## config.mk

```make
export PLATFORM = sky130hd
export DESIGN_NAME = cwf_line_refill
export DESIGN_NICKNAME = d
export VERILOG_FILES = /design/src/rtl/refill_pkg.sv /design/src/rtl/refill_order.sv /design/src/rtl/refill_linebuf.sv /design/src/rtl/refill_ctrl.sv /design/src/rtl/cwf_line_refill.sv
export SDC_FILE = /design/constraint.sdc
export NUM_CORES = 1
export LEC_CHECK = 0
export CORE_MARGIN = 2
export CORE_UTILIZATION = 25
export DETAILED_ROUTE_END_ITERATION = 7
export PLACE_DENSITY_LB_ADDON = 0.3
export SLEW_MARGIN = 20
export SYNTH_ARGS = -nofsm -noshare
export SYNTH_HDL_FRONTEND = slang
export SYNTH_HIERARCHICAL = 1
export SYNTH_SLANG_ARGS = --single-unit
```

## constraint.sdc

```tcl
create_clock -name clk -period 6.6 [get_ports clk]
set_clock_uncertainty 0.1 [all_clocks]
set_input_delay 0.99 -clock clk [delete_from_list [all_inputs] [get_ports clk]]
set_output_delay 0.99 -clock clk [all_outputs]
set_load 0.05 [all_outputs]
```

## src/rtl/refill_pkg.sv

```systemverilog
package refill_pkg;

   typedef enum logic [1:0] {
      ST_IDLE = 2'd0,
      ST_ASK  = 2'd1,
      ST_FILL = 2'd2
   } refill_state_e;

   typedef enum logic {
      ORDER_ASCEND = 1'b0,
      ORDER_CRIT   = 1'b1
   } fill_order_e;

endpackage

```

## src/rtl/refill_order.sv

```systemverilog
module refill_order #(
   parameter int WORDS = 8,
   localparam int IDX_W = $clog2(WORDS)
) (
   input  logic [IDX_W-1:0] start_idx,
   input  logic [IDX_W-1:0] beat_cnt,
   input  logic [IDX_W-1:0] crit_idx,
   output logic [IDX_W-1:0] word_idx,
   output logic             is_crit
);

   // power-of-two line: the sum wraps by truncation
   always_comb begin
      word_idx = start_idx + beat_cnt;
      is_crit  = (word_idx == crit_idx);
   end

endmodule

```

## src/rtl/refill_linebuf.sv

```systemverilog
module refill_linebuf #(
   parameter int WORDS          = 8,
   parameter int WORD_W         = 64,
   parameter bit CLEAR_ON_RESET = 1'b1,
   localparam int IDX_W = $clog2(WORDS)
) (
   input  logic                    clk,
   input  logic                    rst_n,
   input  logic                    wr_en,
   input  logic [IDX_W-1:0]        wr_idx,
   input  logic [WORD_W-1:0]       wr_data,
   output logic [WORDS*WORD_W-1:0] line_flat
);

   for (genvar i = 0; i < WORDS; i++) begin : g_word
      logic [WORD_W-1:0] slot_q;
      logic              hit;
      assign hit = wr_en && (wr_idx == IDX_W'(i));
      if (CLEAR_ON_RESET) begin : g_clr
         always_ff @(posedge clk) begin
            if (!rst_n)   slot_q <= '0;
            else if (hit) slot_q <= wr_data;
         end
      end else begin : g_keep
         always_ff @(posedge clk) begin
            if (hit) slot_q <= wr_data;
         end
      end
      assign line_flat[i*WORD_W +: WORD_W] = slot_q;
   end

endmodule

```

## src/rtl/refill_ctrl.sv

```systemverilog
module refill_ctrl
   import refill_pkg::*;
#(
   parameter int WORDS = 8,
   localparam int IDX_W = $clog2(WORDS)
) (
   input  logic             clk,
   input  logic             rst_n,
   input  logic             miss_valid,
   input  logic             req_ready,
   input  logic             beat_valid,
   output logic             accept,
   output logic             busy,
   output logic             req_valid,
   output logic             beat_fire,
   output logic [IDX_W-1:0] beat_cnt,
   output logic             done
);

   refill_state_e state_q, state_d;
   logic [IDX_W-1:0] cnt_q, cnt_d;
   logic             done_q, last_beat;

   assign accept    = (state_q == ST_IDLE) && miss_valid;
   assign busy      = (state_q != ST_IDLE);
   assign req_valid = (state_q == ST_ASK);
   assign beat_fire = (state_q == ST_FILL) && beat_valid;
   assign last_beat = beat_fire && (cnt_q == IDX_W'(WORDS - 1));
   assign beat_cnt  = cnt_q;
   assign done      = done_q;

   always_comb begin
      state_d = state_q;
      cnt_d   = cnt_q;
      unique case (state_q)
         ST_IDLE: if (miss_valid) state_d = ST_ASK;
         ST_ASK: begin
            if (req_ready) begin
               state_d = ST_FILL;
               cnt_d   = '0;
            end
         end
         ST_FILL: begin
            if (beat_fire) cnt_d = cnt_q + 1'b1;
            if (last_beat) state_d = ST_IDLE;
         end
         default: state_d = ST_IDLE;
      endcase
   end

   always_ff @(posedge clk) begin
      if (!rst_n) begin
         state_q <= ST_IDLE;
         cnt_q   <= '0;
         done_q  <= 1'b0;
      end else begin
         state_q <= state_d;
         cnt_q   <= cnt_d;
         done_q  <= last_beat;
      end
   end

   p_req_hold_r3: assert property (@(posedge clk) disable iff (!rst_n)
      req_valid && !req_ready |=> req_valid);
   p_req_drop_r3: assert property (@(posedge clk) disable iff (!rst_n)
      req_valid && req_ready |=> !req_valid);
   p_busy_from_miss_r2: assert property (@(posedge clk) disable iff (!rst_n)
      $rose(busy) |-> $past(miss_valid));
   p_done_pulse_r9: assert property (@(posedge clk) disable iff (!rst_n)
      done |=> !done);
   p_idle_at_done_r9: assert property (@(posedge clk) disable iff (!rst_n)
      done |-> !busy);

endmodule

```

## src/rtl/cwf_line_refill.sv

```systemverilog
module cwf_line_refill
   import refill_pkg::*;
#(
   parameter int ADDR_W         = 32,
   parameter int WORD_W         = 64,
   parameter int LINE_BYTES     = 64,
   parameter bit CLEAR_ON_RESET = 1'b1,
   localparam int WORD_BYTES = WORD_W / 8,
   localparam int WORDS      = LINE_BYTES / WORD_BYTES,
   localparam int IDX_W      = $clog2(WORDS),
   localparam int OFF_W      = $clog2(WORD_BYTES),
   localparam int LINE_W     = WORDS * WORD_W
) (
   input  logic              clk,
   input  logic              rst_n,
   input  logic              miss_valid,
   input  logic [ADDR_W-1:0] miss_addr,
   input  logic              miss_mode,
   output logic              busy,
   output logic              mem_req_valid,
   input  logic              mem_req_ready,
   output logic [ADDR_W-1:0] mem_req_addr,
   output logic              mem_req_wrap,
   input  logic              beat_valid,
   input  logic [WORD_W-1:0] beat_data,
   output logic              cpu_valid,
   output logic [WORD_W-1:0] cpu_data,
   output logic              line_done,
   output logic [LINE_W-1:0] line_data
);

   localparam logic [ADDR_W-1:0] WORD_MASK = ADDR_W'(WORD_BYTES - 1);
   localparam logic [ADDR_W-1:0] LINE_MASK = ADDR_W'(LINE_BYTES - 1);

   if (WORD_W % 8 != 0 || WORD_BYTES < 1 || (WORD_BYTES & (WORD_BYTES - 1)) != 0)
   begin : g_bad_word
      $error("word width must be a power-of-two number of bytes");
   end
   if (WORDS < 2 || (WORDS & (WORDS - 1)) != 0 || LINE_BYTES % WORD_BYTES != 0)
   begin : g_bad_line
      $error("line must hold a power-of-two count of at least two words");
   end
   if (ADDR_W <= IDX_W + OFF_W) begin : g_bad_addr
      $error("address too narrow for the line size");
   end

   logic              accept, beat_fire, is_crit;
   logic [IDX_W-1:0]  beat_cnt, word_idx, start_idx, crit_q;
   logic [ADDR_W-1:0] addr_q;
   fill_order_e       order_q;
   logic              fwd_q;
   logic [WORD_W-1:0] fwd_data_q;

   always_ff @(posedge clk) begin
      if (!rst_n) begin
         addr_q  <= '0;
         order_q <= ORDER_ASCEND;
      end else if (accept) begin
         addr_q  <= miss_addr & ~WORD_MASK;
         order_q <= fill_order_e'(miss_mode);
      end
   end

   assign crit_q       = addr_q[OFF_W +: IDX_W];
   assign start_idx    = (order_q == ORDER_CRIT) ? crit_q : '0;
   assign mem_req_addr = (order_q == ORDER_CRIT) ? addr_q : (addr_q & ~LINE_MASK);
   assign mem_req_wrap = (order_q == ORDER_CRIT);

   refill_ctrl #(.WORDS(WORDS)) u_ctrl (
      .clk        (clk),
      .rst_n      (rst_n),
      .miss_valid (miss_valid),
      .req_ready  (mem_req_ready),
      .beat_valid (beat_valid),
      .accept     (accept),
      .busy       (busy),
      .req_valid  (mem_req_valid),
      .beat_fire  (beat_fire),
      .beat_cnt   (beat_cnt),
      .done       (line_done)
   );

   refill_order #(.WORDS(WORDS)) u_order (
      .start_idx (start_idx),
      .beat_cnt  (beat_cnt),
      .crit_idx  (crit_q),
      .word_idx  (word_idx),
      .is_crit   (is_crit)
   );

   refill_linebuf #(
      .WORDS          (WORDS),
      .WORD_W         (WORD_W),
      .CLEAR_ON_RESET (CLEAR_ON_RESET)
   ) u_buf (
      .clk       (clk),
      .rst_n     (rst_n),
      .wr_en     (beat_fire),
      .wr_idx    (word_idx),
      .wr_data   (beat_data),
      .line_flat (line_data)
   );

   always_ff @(posedge clk) begin
      if (!rst_n) begin
         fwd_q      <= 1'b0;
         fwd_data_q <= '0;
      end else begin
         fwd_q <= beat_fire && is_crit;
         if (beat_fire && is_crit) fwd_data_q <= beat_data;
      end
   end

   assign cpu_valid = fwd_q;
   assign cpu_data  = fwd_data_q;

   // checker state: whether the current line has already forwarded
   logic fwd_seen_q;
   always_ff @(posedge clk) begin
      if (!rst_n)         fwd_seen_q <= 1'b0;
      else if (line_done) fwd_seen_q <= 1'b0;
      else if (cpu_valid) fwd_seen_q <= 1'b1;
   end

   p_addr_stable_r3: assert property (@(posedge clk) disable iff (!rst_n)
      mem_req_valid && !mem_req_ready |=> $stable(mem_req_addr) && $stable(mem_req_wrap));
   p_no_second_fwd_r7: assert property (@(posedge clk) disable iff (!rst_n)
      cpu_valid |-> !fwd_seen_q);
   p_fwd_before_done_r7: assert property (@(posedge clk) disable iff (!rst_n)
      line_done |-> (fwd_seen_q || cpu_valid));
   p_fwd_pulse_r6: assert property (@(posedge clk) disable iff (!rst_n)
      cpu_valid |=> !cpu_valid);
   p_fwd_only_busy_r6: assert property (@(posedge clk) disable iff (!rst_n)
      cpu_valid |-> ($past(busy) && !mem_req_valid));
   p_first_beat_crit_r5: assert property (@(posedge clk) disable iff (!rst_n)
      beat_fire && beat_cnt == '0 && order_q == ORDER_CRIT |=> cpu_valid);

endmodule

```

# == Word-level counts from Yosys, hierarchy flattened ==
# Cells that the tools add are included.
# op_classes
n_addsub,2
n_eq_ne,15
mux,9
n_reduce_logical,18
# ops
operator,count
3-bit == test (second input constant),5
1-bit logical AND,12
3-bit two-way mux,3
3-bit by 2-bit == test with 1-bit output (second input constant),2
2-bit two-way mux,3
6-bit two-way mux,1
2-bit one-hot mux with 3 select lines,1
3-bit one-hot mux with 2 select lines,1
3-bit AND reduction,2
2-bit by 1-bit != test with 1-bit output (second input constant),2
2-bit != test (second input constant),2
2-bit nonzero test,2
3-bit by 1-bit adder with 3-bit output (second input constant),1
3-bit adder,1
3-bit by 1-bit == test with 1-bit output (second input constant),1
3-bit == test,1
3-bit zero test,1
2-bit by 1-bit == test with 1-bit output (second input constant),1
2-bit == test (second input constant),1
2-bit zero test,1
# word_totals
ff_bits,613
inputBits,102
out_inout_bits,613
wordCells,59

# == Depth between registers and ports, before layout ==
# Gate-level depths: netlist (run 1).
# logic_depth
depth_word,5
ltp_mapped,10
depth_no_buf,8

# == Modules after synthesis ==
# Netlist (run 1), hierarchy kept.
# modules_own_cells
mod,instances,cells_per_inst,area_per_inst_um2
refill_linebuf,1,1728,18554.0
cwf_line_refill,1,425,4237.8
refill_ctrl,1,28,281.5
refill_order,1,9,90.1

# == Least setup slack after synthesis (run 1) ==
# No wires, ideal clock.
# synth_path
path_kind,register -> register
start,reg order_q (netlist: mem_req_wrap)
end,reg fwd_data_q[10] (netlist: cpu_data[10])
arrival_time_ps,3030
t_required_ps,6384
setup_slack_ps,3355
stages_incl_launch_ff,11
n_path_buf,2
path_cell_list,dfxtp_1 > and2_1 > ha_1 > fa_1 > xnor2_1 > xnor2_1 > mux2i_1 > and2_4 > buf_8 > buf_12 > o21ai_2
# synth_between
elab_chain_cells,4
# synth_lines
element,line_no,source
from (decl),cwf_line_refill.sv:50,fill_order_e order_q;
from (signal assigned),cwf_line_refill.sv:60,order_q <= fill_order_e'(miss_mode);
3-bit two-way mux,cwf_line_refill.sv:65,assign start_idx = (order_q == ORDER_CRIT) ? crit_q : '0;
3-bit adder,refill_order.sv:14,word_idx = start_idx + beat_cnt;
net word_idx[2],cwf_line_refill.sv:48,"logic [IDX_W-1:0] beat_cnt, word_idx, start_idx, crit_q;"
3-bit == test,refill_order.sv:15,is_crit = (word_idx == crit_idx);
net is_crit,cwf_line_refill.sv:47,"logic accept, beat_fire, is_crit;"
1-bit logical AND,cwf_line_refill.sv:110,if (beat_fire && is_crit) fwd_data_q <= beat_data;
to (signal assigned),cwf_line_refill.sv:110,
to (decl),cwf_line_refill.sv:52,logic [WORD_W-1:0] fwd_data_q;
# The timed path passes the listed nets, and every way through them passes these cells.
# A chain may end at the register's enable or synchronous reset.

# == Worst setup path in the final report (run 1) ==
# layout_path
start,reg addr_q[3]
end,reg u_buf.g_word[7].slot_q[41]
# layout_between
elab_chain_cells,4
# layout_lines
element,line_no,source
from (decl),cwf_line_refill.sv:49,logic [ADDR_W-1:0] addr_q;
from (signal assigned),cwf_line_refill.sv:59,addr_q <= miss_addr & ~WORD_MASK;
3-bit two-way mux,cwf_line_refill.sv:65,
3-bit adder,refill_order.sv:14,
net word_idx[2],cwf_line_refill.sv:48,
3-bit == test,refill_linebuf.sv:18,assign hit = wr_en && (wr_idx == IDX_W'(i));
1-bit logical AND,refill_linebuf.sv:18,
to (signal assigned),refill_linebuf.sv:22,else if (hit) slot_q <= wr_data;
to (decl),refill_linebuf.sv:16,logic [WORD_W-1:0] slot_q;
# The timed path passes the listed nets, and every way through them passes these cells.

==> results of run 1 <==
-- cell usage after synthesis (4+ instances only) --
| master | instances | area share (%) |
|---|---|---|
| sky130_fd_sc_hd__buf_12 | 14 | 1.2 |
| sky130_fd_sc_hd__buf_2 | 29 | 0.63 |
| sky130_fd_sc_hd__buf_4 | 44 | 1.4 |
| sky130_fd_sc_hd__buf_6 | 52 | 2.5 |
| sky130_fd_sc_hd__clkbuf_1 | 50 | 0.81 |
| sky130_fd_sc_hd__dfxtp_1 | 613 | 53 |
| sky130_fd_sc_hd__mux2i_1 | 546 | 24 |
| sky130_fd_sc_hd__nand2_1 | 642 | 10 |
| sky130_fd_sc_hd__nand4_1 | 65 | 1.8 |
| sky130_fd_sc_hd__nor2_1 | 4 | 0.065 |
| sky130_fd_sc_hd__nor2b_1 | 31 | 0.84 |
| sky130_fd_sc_hd__o21ai_1 | 4 | 0.086 |
| sky130_fd_sc_hd__o21ai_2 | 60 | 2.3 |
| sky130_fd_sc_hd__xnor2_1 | 4 | 0.15 |
-- worst register-to-register path: cells and delay by family, from the launching register on --
kind | cells | cell delay (ns)
AND/OR/NAND/NOR | 2 | 0.52
multiplexers | 1 | 0.39
adder cells (fa/ha/maj) | 2 | 0.57
buffers and inverters | 3 | 1.53
flip-flops | 1 | 0.33
XOR/XNOR | 2 | 0.28
-- state kept, by name, indices dropped and copies added, names as in the netlist --
register and flops:
u_ctrl/beat_cnt 3, cpu_data 64, addr_q 29, u_buf/g_word.slot_q 512, mem_req_wrap 1, u_ctrl/state_q 2, u_ctrl/done 1, cpu_valid 1
-- through the flow --
stage / std cells / worst slack (ns) / util, % / total power, uW / hold WS [ns]
after CTS: 4120 / 2.74 / 36.1 / 8550 / 0.355
final: 4121 / 2.79 / 36.1 / 8420 / 0.352
after floorplan: 2192 / 3.35 / - / 4150 / 0.384
after global placement: 3986 / 2.23 / 33.4 / 4350 / 0.335
after global routing: 4121 / 2.58 / 36.1 / 8720 / 0.366
after detailed placement: 3986 / 2.25 / 33.4 / 4350 / 0.344
-- path summary, 6_finish.rpt --
check | from | depth (start not counted) | endpoint | slack [ns]
setup / recovery | addr_q[3] | 10 | u_buf/g_word[7].slot_q[41] | 2.79
hold / removal | cpu_data[61] | 2 | cpu_data[61] | 0.35
setup reg to reg | addr_q[3] | 10 | u_buf/g_word[7].slot_q[41] | 2.79
hold reg to reg | cpu_data[61] | 2 | cpu_data[61] | 0.35
-- where the power goes --
group	internal, uW	switching [uW]
sequential	3730	16.6
combinational	158	363
clock	2480	1670
total	6360	2050
-- cells by family (layout without fill, tap and decap cells) --
| family | after synthesis | count (layout) | synth area share [%] |
|---|---|---|---|
| buffers and inverters | 194 | 879 | 6.73 |
| XOR/XNOR | 5 | 5 | 0.189 |
| AND/OR/NAND/NOR | 761 | 761 | 13.8 |
| adder cells (fa/ha/maj) | 4 | 4 | 0.248 |
| flip-flops | 613 | 613 | 53.0 |
| other | 1 | 4 | 0.0162 |
| multiplexers | 546 | 546 | 23.6 |
| AO/OA/AOI/OAI | 66 | 66 | 2.41 |
-- cell type report --
cell class	instances	share of cell area [%]
Inverter	2	0.0302
Clock inverter	32	1.05
Antenna cell	1	0.00755
Multi-Input combinational cell	1385	28.4
Tap cell	1243	4.69
Timing Repair Buffer	743	22.3
Clock buffer	102	6.46
Sequential cell	613	37.0
-- routing by layer --
| layer | global-route usage (%) | up-vias | routed length [um] |
|---|---|---|---|
| met1 | 20.4 | 8495 | 35200 |
| li1 | - | 8543 | - |
| met2 | 28.5 | 546 | 39900 |
| met3 | 5.60 | 123 | 6440 |
| met5 | 0 | - | 11 |
| met4 | 6.22 | 2 | 2370 |
==> results.rst, run 1 <==
.. list-table::
   :header-rows: 1

   * - Metric
     - Value
   * - Final routed DRC violation total
     - 0
   * - Cts-stage hold buffer count
     - 0
   * - Number of flip-flops and latches in the synthesized netlist
     - 613
   * - Largest incremental delay on the critical path
     - 0.73 ns
   * - Commonest non-fill, non-tap cell in the layout
     - sky130_fd_sc_hd__clkdlybuf4s50_1
   * - Run status
     - completed
   * - Type of origin of the critical path
     - flop
   * - Worst hold-check path type
     - reg -> reg
   * - I/O pin count
     - 715
   * - Slowest stage cell on the critical path
     - sky130_fd_sc_hd__buf_4
   * - Type of the worst setup path
     - reg -> reg
   * - Clock buffers created by TritonCTS
     - 73
   * - Post-Place Cell Area
     - 30,700 um^2
   * - CTS max path bufs
     - 3
   * - Slew margin rel.
     - 31.4%
   * - Sum of negative setup slack
     - 0 ns
   * - Initial core utilization
     - 25.2%
   * - Buffers inserted during post-CTS setup optimization
     - 0
   * - Min Tclk post-route
     - 3.81 ns
   * - Clock tree root buffer cell
     - sky130_fd_sc_hd__clkbuf_16
   * - Crit-path leading delay family
     - buffers and inverters
   * - Most used flip-flop cell after synthesis
     - sky130_fd_sc_hd__dfxtp_1
   * - Avg Cell Area, Syn
     - 10.6 um^2
   * - Vias post-DR
     - 17,709
   * - Design Area, Final
     - 33,100 um^2
   * - Total setup violations reported at the end of the flow
     - 0
   * - Area grow syn2layout
     - 43.1%
   * - Worst-Margin Slew
     - 1.03 ns
   * - Worst path cell trace
     - and2_1, ha_1, fa_1, xnor2_1, xnor2_1, buf_4, nand4_1, buf_4, buf_4, mux2i_1
   * - Area of combinational cells with multiple inputs
     - 9410 um^2
   * - Fillers
     - 9,276
   * - Final hold viol count
     - 0
   * - Count of nets after finishing
     - 2,924
   * - Post-CTS Resized
     - 0
   * - TritonCTS clock tree
     - built
   * - GRT Util Overall
     - 17.1%
   * - Clock sinks
     - 613
   * - Horizontal die dimension
     - 308 um
   * - Max IR drop VDD
     - 0.000177 V
   * - Pre-antenna DRT Iters
     - 4
   * - Detailed router's first-iteration violation count
     - 875
   * - Clock latency of the later-clocked register in the worst-skew pair
     - 0.62 ns
   * - GPL Wtd Cong
     - 0.752
   * - Max-Cap Viols
     - 0
   * - Rows
     - 111
   * - Detailed-route vias per instance
     - 4.30
   * - Total global routing overflow
     - 0
   * - Summed instance area of the synthesized netlist
     - 23,200 um^2
   * - Die Footprint
     - 95,100 um^2
   * - Sequential element share of the synthesized area
     - 53.0%
   * - Count of flip-flops with a built-in enable after synthesis
     - 0
   * - Maximum clock frequency
     - 0.263 GHz
   * - Commonest cells after routing, fill and taps aside
     - 707 x sky130_fd_sc_hd__clkdlybuf4s50_1, 642 x sky130_fd_sc_hd__nand2_1, 613 x sky130_fd_sc_hd__dfxtp_1, 545 x sky130_fd_sc_hd__mux2i_1, 76 x sky130_fd_sc_hd__clkbuf_16
   * - Required @ worst endpoint
     - 7.03 ns
   * - Detail-routed net length per standard cell
     - 20.4 um
   * - Detail Route Antenna Nets
     - 0
   * - Yosys warning count
     - 6
   * - Number of different library cells in the post-synthesis netlist
     - 35
   * - Detailed placement HPWL
     - 57.2 mm
   * - Sequential Area
     - 12,300 um^2
   * - Worst path buffer plus inverter count
     - 3
   * - Worst-path clk slew
     - 0.06 ns
   * - Largest fanout of any net on the critical path
     - 38
   * - Power per cell area
     - 254 nW/um^2
   * - Die outline height
     - 308 um
   * - Crit path DAT
     - 4.24 ns
   * - Most numerous cell on the critical path
     - sky130_fd_sc_hd__buf_4
   * - Core region area
     - 91,800 um^2
   * - Count of input and output buffers
     - 708
   * - Period utilisation layout
     - 57.7%
   * - Setup repair after global routing missed its margin
     - no
   * - Number of antenna violations at the first check in global routing
     - 3
   * - Total wirelength of the detailed-routed design
     - 84.0 mm
   * - Global-route wire length before repair
     - 121 mm
   * - Endpoint kind of the worst setup timing path
     - flop
   * - Post-synthesis cell count
     - 2,190
   * - Fraction of synthesis flops using an asynchronous set or reset pin
     - 0%
   * - Reported leakage power
     - 0.0146 uW
   * - Maximum number of pins on one net before global-route repair
     - 127
   * - Vias in the first global route
     - 17,571
   * - Max-slew violations
     - 0
   * - Number of H-tree levels
     - 3
   * - Share of layout cells above drive strength 1
     - 7.89%
Note: power is estimated with default switching activity, not from simulation.
==> run 2: changes to the inputs <==
Clock period 6.6 ns to 3.2 ns, I/O delays scaled along.
==> results.rst, run 2 (synthesis gave the netlist of run 1 again) <==
.. list-table::
   :header-rows: 1

   * - Metric
     - Value
   * - Die outline height
     - 308 um (unchanged)
   * - Worst reg2reg setup slack
     - 0.28 ns (was 2.79 ns)
   * - Detail Route Antenna Nets
     - 0 (unchanged)
   * - Vias in the first global route
     - 17,649 (was 17,571)
   * - Detailed-route vias per instance
     - 4.30 (about the same)
   * - Core region area
     - 91,800 um^2 (unchanged)
   * - Global-route wire length before repair
     - 121 mm (about the same)
   * - Period utilisation layout
     - 91.2% (was 57.7%)
   * - Max IR drop VDD
     - 0.000398 V (was 0.000177 V)
   * - Clock tree root buffer cell
     - sky130_fd_sc_hd__clkbuf_16 (unchanged)
   * - Detailed placement HPWL
     - 60.0 mm (was 57.2 mm)
   * - Die Footprint
     - 95,100 um^2 (unchanged)
   * - Flip-flop count of the largest register, all copies and words added
     - 512 (unchanged)
   * - I/O pin count
     - 715 (unchanged)
   * - Count of input and output buffers
     - 708 (unchanged)
   * - Worst-path clk slew
     - 0.06 ns (about the same)
   * - Min Tclk post-route
     - 2.92 ns (was 3.81 ns)
   * - Total setup violations reported at the end of the flow
     - 0 (unchanged)
   * - Fillers
     - 9,231 (was 9,276)
   * - Rows
     - 111 (unchanged)
   * - Post-Place Cell Area
     - 31,100 um^2 (was 30,700 um^2)
   * - Share of layout cells above drive strength 1
     - 8.39% (was 7.89%)
   * - Maximum number of pins on one net before global-route repair
     - 69 (was 127)
   * - Clock sinks
     - 613 (unchanged)
   * - CTS max path bufs
     - 3 (unchanged)
   * - GPL Wtd Cong
     - 0.757 (was 0.752)
   * - Run status
     - completed (unchanged)
   * - Final hold viol count
     - 0 (unchanged)
   * - Max-Cap Viols
     - 0 (unchanged)
   * - Crit path DAT
     - 3.36 ns (was 4.24 ns)
   * - Commonest non-fill, non-tap cell in the layout
     - sky130_fd_sc_hd__clkdlybuf4s50_1 (unchanged)
   * - Maximum clock frequency
     - 0.343 GHz (was 0.263 GHz)
   * - Biggest register
     - u_buf/g_word.slot_q (unchanged)
   * - Sum of negative setup slack
     - 0 ns (unchanged)
   * - Total wirelength of the detailed-routed design
     - 83.5 mm (was 84.0 mm)
   * - Initial core utilization
     - 25.2% (unchanged)
   * - Final routed DRC violation total
     - 0 (unchanged)
   * - Count of nets after finishing
     - 2,951 (was 2,924)
   * - Worst hold-check path type
     - in -> reg (was reg -> reg)
   * - Horizontal die dimension
     - 308 um (unchanged)
   * - Vias post-DR
     - 17,815 (was 17,709)
   * - Total global routing overflow
     - 0 (unchanged)
   * - Type of origin of the critical path
     - flop (unchanged)
   * - Type of the worst setup path
     - reg -> reg (unchanged)
   * - Clock buffers created by TritonCTS
     - 73 (unchanged)
   * - Endpoint kind of the worst setup timing path
     - flop (unchanged)
   * - Power per cell area
     - 512 nW/um^2 (was 254 nW/um^2)
   * - Number of antenna violations at the first check in global routing
     - 0 (was 3)
   * - Hold Worst Slack
     - 0.225 ns (was 0.352 ns)
   * - Commonest cells after routing, fill and taps aside
     - 707 x sky130_fd_sc_hd__clkdlybuf4s50_1, 642 x sky130_fd_sc_hd__nand2_1, 613 x sky130_fd_sc_hd__dfxtp_1, 545 x sky130_fd_sc_hd__mux2i_1, 77 x sky130_fd_sc_hd__clkbuf_16 (was 707 x sky130_fd_sc_hd__clkdlybuf4s50_1, 642 x sky130_fd_sc_hd__nand2_1, 613 x sky130_fd_sc_hd__dfxtp_1, 545 x sky130_fd_sc_hd__mux2i_1, 76 x sky130_fd_sc_hd__clkbuf_16)
   * - Post-CTS Resized
     - 0 (unchanged)
   * - Design Area, Final
     - 33,500 um^2 (was 33,100 um^2)
   * - Max-slew violations
     - 0 (unchanged)
   * - Buffers inserted during post-CTS setup optimization
     - 0 (unchanged)
   * - Area grow syn2layout
     - 44.6% (was 43.1%)
   * - Slew margin rel.
     - 40.7% (was 31.4%)
   * - Pre-antenna DRT Iters
     - 4 (unchanged)
   * - Worst-Margin Slew
     - 0.890 ns (was 1.03 ns)
   * - Reported leakage power
     - 0.0148 uW (was 0.0146 uW)
   * - Detailed router's first-iteration violation count
     - 943 (was 875)
   * - Number of H-tree levels
     - 3 (unchanged)
   * - Cts-stage hold buffer count
     - 0 (unchanged)
   * - Setup repair after global routing missed its margin
     - no (unchanged)
   * - Required @ worst endpoint
     - 3.64 ns (was 7.03 ns)
   * - Detail-routed net length per standard cell
     - 20.2 um (was 20.4 um)
   * - Largest fanout of any net on the critical path
     - 30 (was 38)
   * - GRT Util Overall
     - 17.0% (was 17.1%)
   * - Clock latency of the later-clocked register in the worst-skew pair
     - 0.61 ns (was 0.62 ns)
   * - TritonCTS clock tree
     - built (unchanged)
==> run 2: final timing paths <==
check / to / start / cells after the start
setup reg to reg: cpu_data[31] / addr_q[3] / 10
hold / removal: u_buf/g_word[0].slot_q[60] / rst_n / 3
setup / recovery: cpu_data[31] / addr_q[3] / 10
hold reg to reg: u_buf/g_word[0].slot_q[41] / u_buf/g_word[0].slot_q[41] / 2
==> run 2: metrics by stage <==
stage | utilization, % | setup slack [ns] | power (uW) | instances
CTS | 36.5 | 0.312 | 17400 | 4139
global placement | 33.9 | 0.356 | 9030 | 4013
global route | 36.5 | 0.0842 | 17800 | 4139
floorplan | - | 0.0556 | 8560 | 2192
finish | 36.5 | 0.281 | 17200 | 4140
detailed placement | 33.9 | 0.328 | 9020 | 4013
==> run 2: critical path: stages, from the launching register on <==
cell	delay, ns
sky130_fd_sc_hd__dfxtp_1	0.33
sky130_fd_sc_hd__and2_2	0.21
sky130_fd_sc_hd__ha_1	0.19
sky130_fd_sc_hd__fa_1	0.37
sky130_fd_sc_hd__xnor2_1	0.18
sky130_fd_sc_hd__xnor2_1	0.14
sky130_fd_sc_hd__buf_4	0.22
sky130_fd_sc_hd__mux2i_4	0.34
sky130_fd_sc_hd__buf_4	0.45
sky130_fd_sc_hd__nand4_1	0.18
sky130_fd_sc_hd__o21ai_2	0.08
==> run 2: layer usage <==
layer | share of wire (%) | global-route usage [%] | vias to the layer above
met4 | 2.7 | 6.08 | 0
li1 | - | - | 8606
met5 | 0 | 0 | -
met3 | 7.2 | 5.19 | 98
met2 | 48 | 28.1 | 557
met1 | 43 | 20.7 | 8554
==> run 2: layout make-up <==
class	count	area [um^2]	area share, %
flip-flops and latches	613	12300	36.6
multi-input cells	1385	9410	28.1
repair buffers	770	7850	23.4
clock buffers	114	2280	6.80
well taps	1243	1560	4.64
clock inverters	12	118	0.351
inverters	2	8.76	0.0262
diodes	1	2.50	0.00747
==> run 2: power by group <==
| part | switching (uW) | total, uW | leakage (uW) | internal (uW) |
|---|---|---|---|---|
| registers | 35.4 | 7730 | 0.00494 | 7690 |
| clock network | 3290 | 8310 | 0.00119 | 5020 |
| logic | 763 | 1120 | 0.00864 | 360 |
| total | 4090 | 17200 | 0.0148 | 13100 |
